File: config.mk
export PLATFORM = sky130hd
export DESIGN_NAME = ddr2_mrs_seq
export DESIGN_NICKNAME = d
export VERILOG_FILES = /design/src/rtl/ddr2_mrs_pkg.sv /design/src/rtl/mrs_cfg_check.sv /design/src/rtl/mrs_word_gen.sv /design/src/rtl/ddr2_mrs_seq.sv
export SDC_FILE = /design/constraint.sdc
export NUM_CORES = 1
export LEC_CHECK = 0
export ABC_AREA = 0
export BUFFER_PORTS_ARGS = -buffer_cell sky130_fd_sc_hd__buf_4
export CORE_UTILIZATION = 49
export CTS_CLUSTER_SIZE = 16
export DETAILED_ROUTE_END_ITERATION = 16
export HOLD_SLACK_MARGIN = 0.15
export PLACE_DENSITY = 0.73
export SYNTH_ARGS = -nofsm -noshare
export SYNTH_HDL_FRONTEND = slang
export SYNTH_HIERARCHICAL = 1
export SYNTH_SLANG_ARGS = --single-unit
File: constraint.sdc
create_clock -name clk -period 1.78 [get_ports clk]
set_input_delay 0.356 -clock clk [delete_from_list [all_inputs] [get_ports clk]]
set_output_delay 0.356 -clock clk [all_outputs]
set_load 0.005 [all_outputs]
File: src/rtl/ddr2_mrs_pkg.sv
package ddr2_mrs_pkg;

    // Write steps, in issue order; STEP_END marks the sequence as finished.
    localparam int STEP_W = 3;
    localparam logic [STEP_W-1:0] STEP_MR      = 3'd0;
    localparam logic [STEP_W-1:0] STEP_E1_DEF  = 3'd1;
    localparam logic [STEP_W-1:0] STEP_E1_EXIT = 3'd2;
    localparam logic [STEP_W-1:0] STEP_E2      = 3'd3;
    localparam logic [STEP_W-1:0] STEP_E3      = 3'd4;
    localparam logic [STEP_W-1:0] STEP_END     = 3'd5;

    typedef enum logic [1:0] {
        SEQ_IDLE,
        SEQ_WAIT,
        SEQ_GAP
    } seq_state_t;

    // Configuration as latched at start.
    typedef struct packed {
        logic [2:0] cl;
        logic [2:0] al;
        logic       bl8;
        logic [2:0] wr;
        logic [1:0] term;
    } mrs_cfg_t;

endpackage

File: src/rtl/mrs_cfg_check.sv
module mrs_cfg_check
    import ddr2_mrs_pkg::*;
#(
    parameter int CL_MIN = 3,
    parameter int CL_MAX = 6,
    parameter int AL_MAX = 5,
    parameter int WR_MIN = 2,
    parameter int WR_MAX = 6
) (
    input  logic [2:0] cas_lat,
    input  logic [2:0] add_lat,
    input  logic [3:0] burst_len,
    input  logic [2:0] wr_rec,
    input  logic [1:0] term_code,
    output logic       cfg_ok,
    output mrs_cfg_t   cfg
);

    logic cl_ok, al_ok, bl_ok, wr_ok;

    always_comb begin
        cl_ok  = (cas_lat >= 3'(CL_MIN)) && (cas_lat <= 3'(CL_MAX));
        al_ok  = (add_lat <= 3'(AL_MAX));
        bl_ok  = (burst_len == 4'd4) || (burst_len == 4'd8);
        wr_ok  = (wr_rec >= 3'(WR_MIN)) && (wr_rec <= 3'(WR_MAX));
        cfg_ok = cl_ok && al_ok && bl_ok && wr_ok;

        cfg.cl   = cas_lat;
        cfg.al   = add_lat;
        cfg.bl8  = (burst_len == 4'd8);
        cfg.wr   = wr_rec;
        cfg.term = term_code;
    end

endmodule

File: src/rtl/mrs_word_gen.sv
module mrs_word_gen
    import ddr2_mrs_pkg::*;
#(
    parameter int ADDR_W = 13,
    parameter int BA_W   = 2
) (
    input  logic [STEP_W-1:0] step,
    input  mrs_cfg_t          cfg,
    output logic [BA_W-1:0]   ba,
    output logic [ADDR_W-1:0] addr
);

    always_comb begin
        ba   = '0;
        addr = '0;
        case (step)
            STEP_MR: begin
                ba          = BA_W'(0);
                addr[2:0]   = cfg.bl8 ? 3'b011 : 3'b010;
                addr[3]     = 1'b0;               // sequential ordering
                addr[6:4]   = cfg.cl;
                addr[11:9]  = cfg.wr - 3'd1;
            end
            STEP_E1_DEF, STEP_E1_EXIT: begin
                ba          = BA_W'(1);
                addr[2]     = cfg.term[0];
                addr[6]     = cfg.term[1];
                addr[5:3]   = cfg.al;
                addr[9:7]   = (step == STEP_E1_DEF) ? 3'b111 : 3'b000;
            end
            STEP_E2: ba = BA_W'(2);
            STEP_E3: ba = BA_W'(3);
            default: ;
        endcase
    end

endmodule

File: src/rtl/ddr2_mrs_seq.sv
module ddr2_mrs_seq
    import ddr2_mrs_pkg::*;
#(
    parameter int ADDR_W = 13,
    parameter int BA_W   = 2,
    parameter int TMRD   = 2
) (
    input  logic              clk,
    input  logic              rst_n,
    input  logic              start,
    input  logic [2:0]        cas_lat,
    input  logic [2:0]        add_lat,
    input  logic [3:0]        burst_len,
    input  logic [2:0]        wr_rec,
    input  logic [1:0]        term_code,
    input  logic              banks_idle,
    input  logic              cke_on,
    output logic              cs_n,
    output logic              ras_n,
    output logic              cas_n,
    output logic              we_n,
    output logic [BA_W-1:0]   ba,
    output logic [ADDR_W-1:0] addr,
    output logic              done,
    output logic              rejected
);

    localparam int CNT_W   = (TMRD > 1) ? $clog2(TMRD) : 1;
    localparam int SINCE_W = $clog2(TMRD + 1);

    typedef struct packed {
        seq_state_t        st;
        logic [STEP_W-1:0] step;
        logic [CNT_W-1:0]  gap;
        mrs_cfg_t          cfg;
        logic              cs_n;
        logic              ras_n;
        logic              cas_n;
        logic              we_n;
        logic [BA_W-1:0]   ba;
        logic [ADDR_W-1:0] addr;
        logic              done;
        logic              rej;
    } seq_regs_t;

    seq_regs_t r_d, r_q;

    logic              in_ok;
    mrs_cfg_t          in_cfg;
    logic [BA_W-1:0]   wg_ba;
    logic [ADDR_W-1:0] wg_addr;
    logic              do_issue;

    mrs_cfg_check u_check (
        .cas_lat   (cas_lat),
        .add_lat   (add_lat),
        .burst_len (burst_len),
        .wr_rec    (wr_rec),
        .term_code (term_code),
        .cfg_ok    (in_ok),
        .cfg       (in_cfg)
    );

    mrs_word_gen #(.ADDR_W(ADDR_W), .BA_W(BA_W)) u_words (
        .step (r_q.step),
        .cfg  (r_q.cfg),
        .ba   (wg_ba),
        .addr (wg_addr)
    );

    always_comb begin
        r_d      = r_q;
        do_issue = 1'b0;
        r_d.done = 1'b0;
        r_d.rej  = 1'b0;
        // deselect unless overridden below
        r_d.cs_n  = 1'b1;
        r_d.ras_n = 1'b1;
        r_d.cas_n = 1'b1;
        r_d.we_n  = 1'b1;
        r_d.ba    = '0;
        r_d.addr  = '0;

        case (r_q.st)
            SEQ_IDLE: begin
                if (start) begin
                    if (in_ok) begin
                        r_d.cfg  = in_cfg;
                        r_d.step = STEP_MR;
                        r_d.st   = SEQ_WAIT;
                    end else begin
                        r_d.rej = 1'b1;
                    end
                end
            end
            SEQ_WAIT: begin
                if (banks_idle && cke_on) do_issue = 1'b1;
            end
            SEQ_GAP: begin
                r_d.cs_n = 1'b0;            // no-operation while spacing
                if (r_q.gap != '0) begin
                    r_d.gap = r_q.gap - 1'b1;
                end else if (r_q.step == STEP_END) begin
                    r_d.cs_n = 1'b1;
                    r_d.done = 1'b1;
                    r_d.st   = SEQ_IDLE;
                end else begin
                    do_issue = 1'b1;
                end
            end
            default: r_d.st = SEQ_IDLE;
        endcase

        if (do_issue) begin
            r_d.cs_n  = 1'b0;
            r_d.ras_n = 1'b0;
            r_d.cas_n = 1'b0;
            r_d.we_n  = 1'b0;
            r_d.ba    = wg_ba;
            r_d.addr  = wg_addr;
            r_d.step  = r_q.step + 1'b1;
            r_d.gap   = CNT_W'(TMRD - 1);
            r_d.st    = SEQ_GAP;
        end
    end

    always_ff @(posedge clk or negedge rst_n) begin
        if (!rst_n) begin
            r_q       <= '0;
            r_q.st    <= SEQ_IDLE;
            r_q.cs_n  <= 1'b1;
            r_q.ras_n <= 1'b1;
            r_q.cas_n <= 1'b1;
            r_q.we_n  <= 1'b1;
        end else begin
            r_q <= r_d;
        end
    end

    assign cs_n     = r_q.cs_n;
    assign ras_n    = r_q.ras_n;
    assign cas_n    = r_q.cas_n;
    assign we_n     = r_q.we_n;
    assign ba       = r_q.ba;
    assign addr     = r_q.addr;
    assign done     = r_q.done;
    assign rejected = r_q.rej;

    // ---------------- checks ----------------
    logic               mrs_vis;
    logic [SINCE_W-1:0] since_q;
    logic               seen_q;

    assign mrs_vis = !cs_n && !ras_n && !cas_n && !we_n;

    always_ff @(posedge clk or negedge rst_n) begin
        if (!rst_n) begin
            since_q <= '0;
            seen_q  <= 1'b0;
        end else if (mrs_vis) begin
            since_q <= SINCE_W'(1);
            seen_q  <= 1'b1;
        end else if (since_q < SINCE_W'(TMRD)) begin
            since_q <= since_q + 1'b1;
        end
    end

    AST_ONLY_MRS: assert property (@(posedge clk) disable iff (!rst_n)
        (!cs_n && !ras_n) |-> (!cas_n && !we_n));
    AST_MRD_GAP: assert property (@(posedge clk) disable iff (!rst_n)
        (mrs_vis && seen_q) |-> (since_q >= SINCE_W'(TMRD)));
    AST_READY_FIRST: assert property (@(posedge clk) disable iff (!rst_n)
        (mrs_vis && ba == '0) |-> $past(banks_idle && cke_on));
    AST_REJ_QUIET: assert property (@(posedge clk) disable iff (!rst_n)
        rejected |-> (cs_n && !done));
    AST_CFG_HELD: assert property (@(posedge clk) disable iff (!rst_n)
        (r_q.st != SEQ_IDLE && r_q.st == $past(r_q.st)
         && $past(r_q.st) == SEQ_GAP) |-> $stable(r_q.cfg));
    AST_DONE_PULSE: assert property (@(posedge clk) disable iff (!rst_n)
        done |=> !done);
    AST_DONE_DESEL: assert property (@(posedge clk) disable iff (!rst_n)
        done |-> cs_n);

endmodule

; Yosys cells after proc, flatten, opt, wreduce, memory -nomap -nowiden
; Index checks and enable logic that the tools add are counted.
[word_totals]
reg_bits = 39
latch_bits = 0
ramBits = 0
rom_bits = 0
input_bits = 20
out_inout_bits = 21
elab_cells = 84
n_memories = 0
[classes]
addsub = 3
mul = 0
div_mod_pow = 0
n_lt_le_gt_ge = 5
eq_ne = 14
n_shift = 0
muxes = 29
bitwise = 0
reduce_logical = 17
[ops]
columns = operator, n
row1 = 2-to-1 mux 19 bit, 1
row2 = 2-to-1 mux 1 bit, 13
row3 = inequality test 3 bit (second input constant), 4
row4 = case mux 2 bit (3 select lines), 2
row5 = 2-to-1 mux 2 bit, 5
row6 = 2-to-1 mux 5 bit, 2
row7 = case mux 5 bit (2 select lines), 1
row8 = <= comparator 3 bit (second input constant), 3
row9 = nonzero test 2 bit, 4
row10 = == test 3 x 2 -> 1 bit (second input constant), 2
row11 = == test 3 bit (second input constant), 2
row12 = >= comparator 3 x 2 -> 1 bit (second input constant), 2
row13 = logical AND 1 bit, 6
row14 = 2-to-1 mux 3 bit, 2
row15 = 2-to-1 mux 6 bit, 1
row16 = AND reduction 3 bit, 2
row17 = AND reduction 5 bit, 1
row18 = == test 4 x 3 -> 1 bit (second input constant), 1
row19 = == test 4 bit (second input constant), 1
row20 = case mux 1 bit (2 select lines), 2
row21 = adder 3 x 1 -> 3 bit (second input constant), 1
row22 = == test 3 x 1 -> 1 bit (second input constant), 1
row23 = logical NOT 3 bit, 1
row24 = subtractor 3 x 1 -> 3 bit (second input constant), 1
row25 = other kinds (7), 7

; Depth between registers and ports, before layout
[logic_depth]
ltp_word = 9
mapped_depth = 7

; Cells and area by module
; Netlist, hierarchy kept.
[modules_own_cells]
columns = module, n_inst, cells_per_inst, area_each_um2, seq_area_each_um2
row1 = ddr2_mrs_seq, 1, 118, 1550.2, 928.4
row2 = mrs_word_gen, 1, 41, 262.8, 0.0
row3 = mrs_cfg_check, 1, 19, 142.6, 0.0

; Least setup slack after synthesis
; No wires, ideal clock.
[synth_path]
kind = register to register
startpoint = reg r_q[37] (netlist name)
endpoint = reg r_q[37] (netlist name)
setup_time_ns = 0.128
arrival_ns = 1.503
path_slack_ns = 0.149
path_stages_with_launch = 7
path_buffers = 0
synth_period_minus_slack_ns = 1.631
path_cell_list = dfrtp_1 inv_1 ha_1 nor2b_1 a32o_2 a21oi_1 mux2_1
[synth_between]
elab_chain_len = 4
[synth_lines]
columns = element, line_no
row1 = start: declaration, ddr2_mrs_seq.sv:46  ; seq_regs_t r_d, r_q;
row2 = start signal: assignment, ddr2_mrs_seq.sv:136  ; r_q <= r_d;
row3 = == test 2 bit or == test 2 x 1 -> 1 bit (tied branches), ddr2_mrs_seq.sv:84  ; case (r_q.st)
row4 = case mux 1 bit (2 select lines), ddr2_mrs_seq.sv:84
row5 = inequality test 3 bit (no line) or inequality test 2 bit (tied branches), --
row6 = AND reduction 5 bit (no line), --
; Several ways; a longest one is shown, not always the timed one.
; A chain may end at the register's enable or synchronous reset.

; Worst setup path after layout
; Ends and elaborated chain as after synthesis.

==> reports/results.txt <==
Run status: finished clean
Final design area excluding fillers: 0.00222 mm2
Total of fill cells in the finished design: 341
Leading cell type by number of instances after synthesis: dfrtp_1
Netlist area before placement: 0.00196 mm2
Number of global-route vias before repair: 1157
Share of total power consumed by net switching: 34.9%
Total congestion overflow after global routing: 0
Horizontal die dimension: 65.2 um
Share of the synthesized area in the top cell type: 44.8%
Mapped Nets: 204
Number of placement rows: 22
Initial antenna violation count: 0
Flip-flop and latch count after synthesis: 37
Top post-synthesis cells by area: dfrtp_1, buf_4, mux2_2
Switching power: 1.05 mW
Top_reg_cell synth: dfrtp_1
Antenna violation net count after detailed routing: 0
Post-layout nets: 224
Total negative slack: 0 ns
Kind of launch point of the worst setup path: flip-flop
Distinct cell type count after synthesis: 39
DP Area: 0.00211 mm2
H-tree levels: 2
Fraction of registers with async set or reset after synthesis: 100%
Synthesized instance count: 178
Crit path capture type: flip-flop
Number of synthesized flops with an enable pin: 0
Number of cells on the worst hold path: 2
Drt drc: 0
Input/output buffers: 40
Floorplan die area: 0.00425 mm2
Final clock skew: 0.00205 ns
Detail Placement HPWL: 2200 um
Largest area contributor in the synthesized netlist: dfrtp_1
Number of DRC markers after the initial detailed-route iteration: 21
Die Ht: 65.2 um
Signed area change from the synthesized netlist to the final layout: 13.4%
P_int: 1.96 mW
Maximum ir drop on the vdd rail: 0.748 mV
Pwr/cell area: 1360 mW/mm2
Peak Freq: 598 MHz
Path type of the worst min-delay path: in2reg
Buffer levels on the longest clock path: 2
Clock latency at the later pin of the worst-skew pair: 0.29 ns
Average vias per placed instance: 4.84
Worst endpoint data arrival time: 1.84 ns
Sequential fraction of the synthesis area: 47.5%
Min Clock Period, post-route: 1.67 ns
Clock tree root buffer cell: clkbuf_8
Antenna diode count: 0
Finished Core Util: 59.3%
R2R Path Start: r_q[37]$_DFFE_PN0P_
Synth cell count leaders: dfrtp_1, buf_4, and3_1
Capturing point of the worst reg2reg path: r_q[37]$_DFFE_PN0P_
Global-route wire length before repair: 5180 um
Final count of hold timing violations: 0
Final critical-path share of the clock period: 94.0%
Clock sink count: 37
Pin count of the biggest net entering global routing: 38
TritonCTS clock tree: done
Clock buffer count from CTS: 5
Starting Density: 52.2%
Share of cells above drive strength 1: 39.7%
Standard cell core area: 0.00374 mm2
Share of total power in the clock network: 18.5%
First-pass iteration count of the detailed router: 4
Sequential share of power: 39.0%
Fin Hold WS: 0.295 ns
I/O pin total: 41
Yosys warning total: 6
Depth of the worst register-to-register path: 5
Crit path kind: reg2reg
Maxcap violations: 0
Portion of total power attributed to combinational logic: 42.6%
Required arrival time at the worst endpoint: 1.95 ns
Final WL: 2960 um
Start point of the worst hold path: cas_lat[1]
Global Route Usage Sum: 16.2%
Via Count: 1195
Setup repair after global routing missed its margin: false
Wire length per cell after detailed routing: 12.0 um
Endpoint with the worst hold slack: r_q[31]$_DFFE_PN0P_
Placer's final routability congestion estimate: 0.766
Setup violation total in the final timing report: 0
Placed instance count: 237
Peak fanout along the critical path: 4
Minimum setup slack among reg-to-reg paths: 0.11 ns
Clock transition at the registers of the reported paths: 0.07 ns
Leak: 1.18 nW
Post-Syn Area per Cell: 11.0 um2
Final non-filler cell total: 247
Max-slew violations: 0
## kinds of logic (layout without fill, tap and decap cells)
logic type	Yosys count	after routing	share of synthesized area, %
AND/OR/NAND/NOR	49	49	14.7
buffers and inverters	45	66	15.1
flip-flops	37	37	47.5
AO/OA/AOI/OAI	20	20	7.93
multiplexers	15	15	8.57
adder cells (fa/ha/maj)	6	6	3.84
XOR/XNOR	5	5	2.24
other	1	1	0.192
## state kept, by name (all words and copies together), names as in the netlist
register,cells
rejected,1
r_q,18
cs_n,1
done,1
cas_n,1
ba,2
addr,13
## layout by cell type (no fill, tap or decap), types with 2 or more instances in the layout
cell type / count
ha_1: 6
nand3b_1: 2
and3_1: 15
xnor2_1: 2
dfstp_2: 2
nand2_1: 10
nor2b_1: 6
o21ai_0: 4
xor2_1: 3
nand3_1: 2
dfrtp_1: 35
clkinv_2: 2
clkbuf_8: 5
mux2_2: 11
mux2_1: 3
nor2_1: 4
inv_2: 2
buf_4: 49
inv_1: 6
and2_1: 4
a211oi_1: 7
## per-layer routing
| layer | up-vias | wire (um) | global-route usage (%) |
|---|---|---|---|
| li1 | 609 | - | - |
| met1 | 542 | 1390 | 20.4 |
| met2 | 37 | 1330 | 25.1 |
| met3 | 7 | 182 | 5.73 |
| met4 | 0 | 57 | 6.52 |
| met5 | - | 0 | 0 |
## cell type report
type                    instances  area (um2)  share of cell area [%]
clock buffers                   5        68.8                    3.10
repair buffers                 50         378                    17.0
well taps                      48        60.1                    2.71
inverters                       8        30.0                    1.35
multi-input cells              96         736                    33.2
clock inverters                 3        17.5                   0.790
flip-flops and latches         37         928                    41.8
## worst max-delay path, cell delays in order, from the launching register on
cell	delay [ns]
dfrtp_1	0.40
buf_4	0.14
ha_1	0.22
a32o_2	0.32
a21oi_2	0.14
mux2_1	0.34
## stage by stage
| stage | total power, mW | worst slack (ns) |
|---|---|---|
| 3_5_place_dp | 2.45 | -0.116 |
| 2_1_floorplan | 2.15 | 0.149 |
| 4_1_cts | 3.01 | 0.0671 |
| 3_3_place_gp | 2.39 | -0.0389 |
| 6_report | 3.02 | 0.107 |
| 5_1_grt | 3.26 | 0.00749 |
## how the worst max path moves through the flow
stage	from	end	slack, ns
finish	r_q[37]$_DFFE_PN0P_	r_q[37]$_DFFE_PN0P_	0.11
global route	r_q[37]$_DFFE_PN0P_	r_q[37]$_DFFE_PN0P_	0.007
CTS	r_q[37]$_DFFE_PN0P_	r_q[37]$_DFFE_PN0P_	0.07
detailed placement	add_lat[2]	r_q[37]$_DFFE_PN0P_	-0.12
global placement	add_lat[2]	r_q[37]$_DFFE_PN0P_	-0.04
floorplan	r_q[37]$_DFFE_PN0P_	r_q[37]$_DFFE_PN0P_	0.15
## power by group through the flow
stage / registers [mW] / clock network (mW) / logic, mW
6_report: 1.18 / 0.558 / 1.29
5_1_grt: 1.20 / 0.612 / 1.44
4_1_cts: 1.18 / 0.566 / 1.26
3_5_place_dp: 1.19 / 0 / 1.25
3_3_place_gp: 1.18 / 0 / 1.21
2_1_floorplan: 1.19 / 0 / 0.958
## timing repair
| action | 4_1_cts | 5_1_grt |
|---|---|---|
| endpoints found under the setup margin | 0 | 1 |
| hold buffers | 1 | 0 |
| gates resized for setup | 0 | 1 |
| hold endpoints to repair | 35 | 0 |
| buffers inserted | 0 | 1 |
Power figures use the tool's default switching activity.
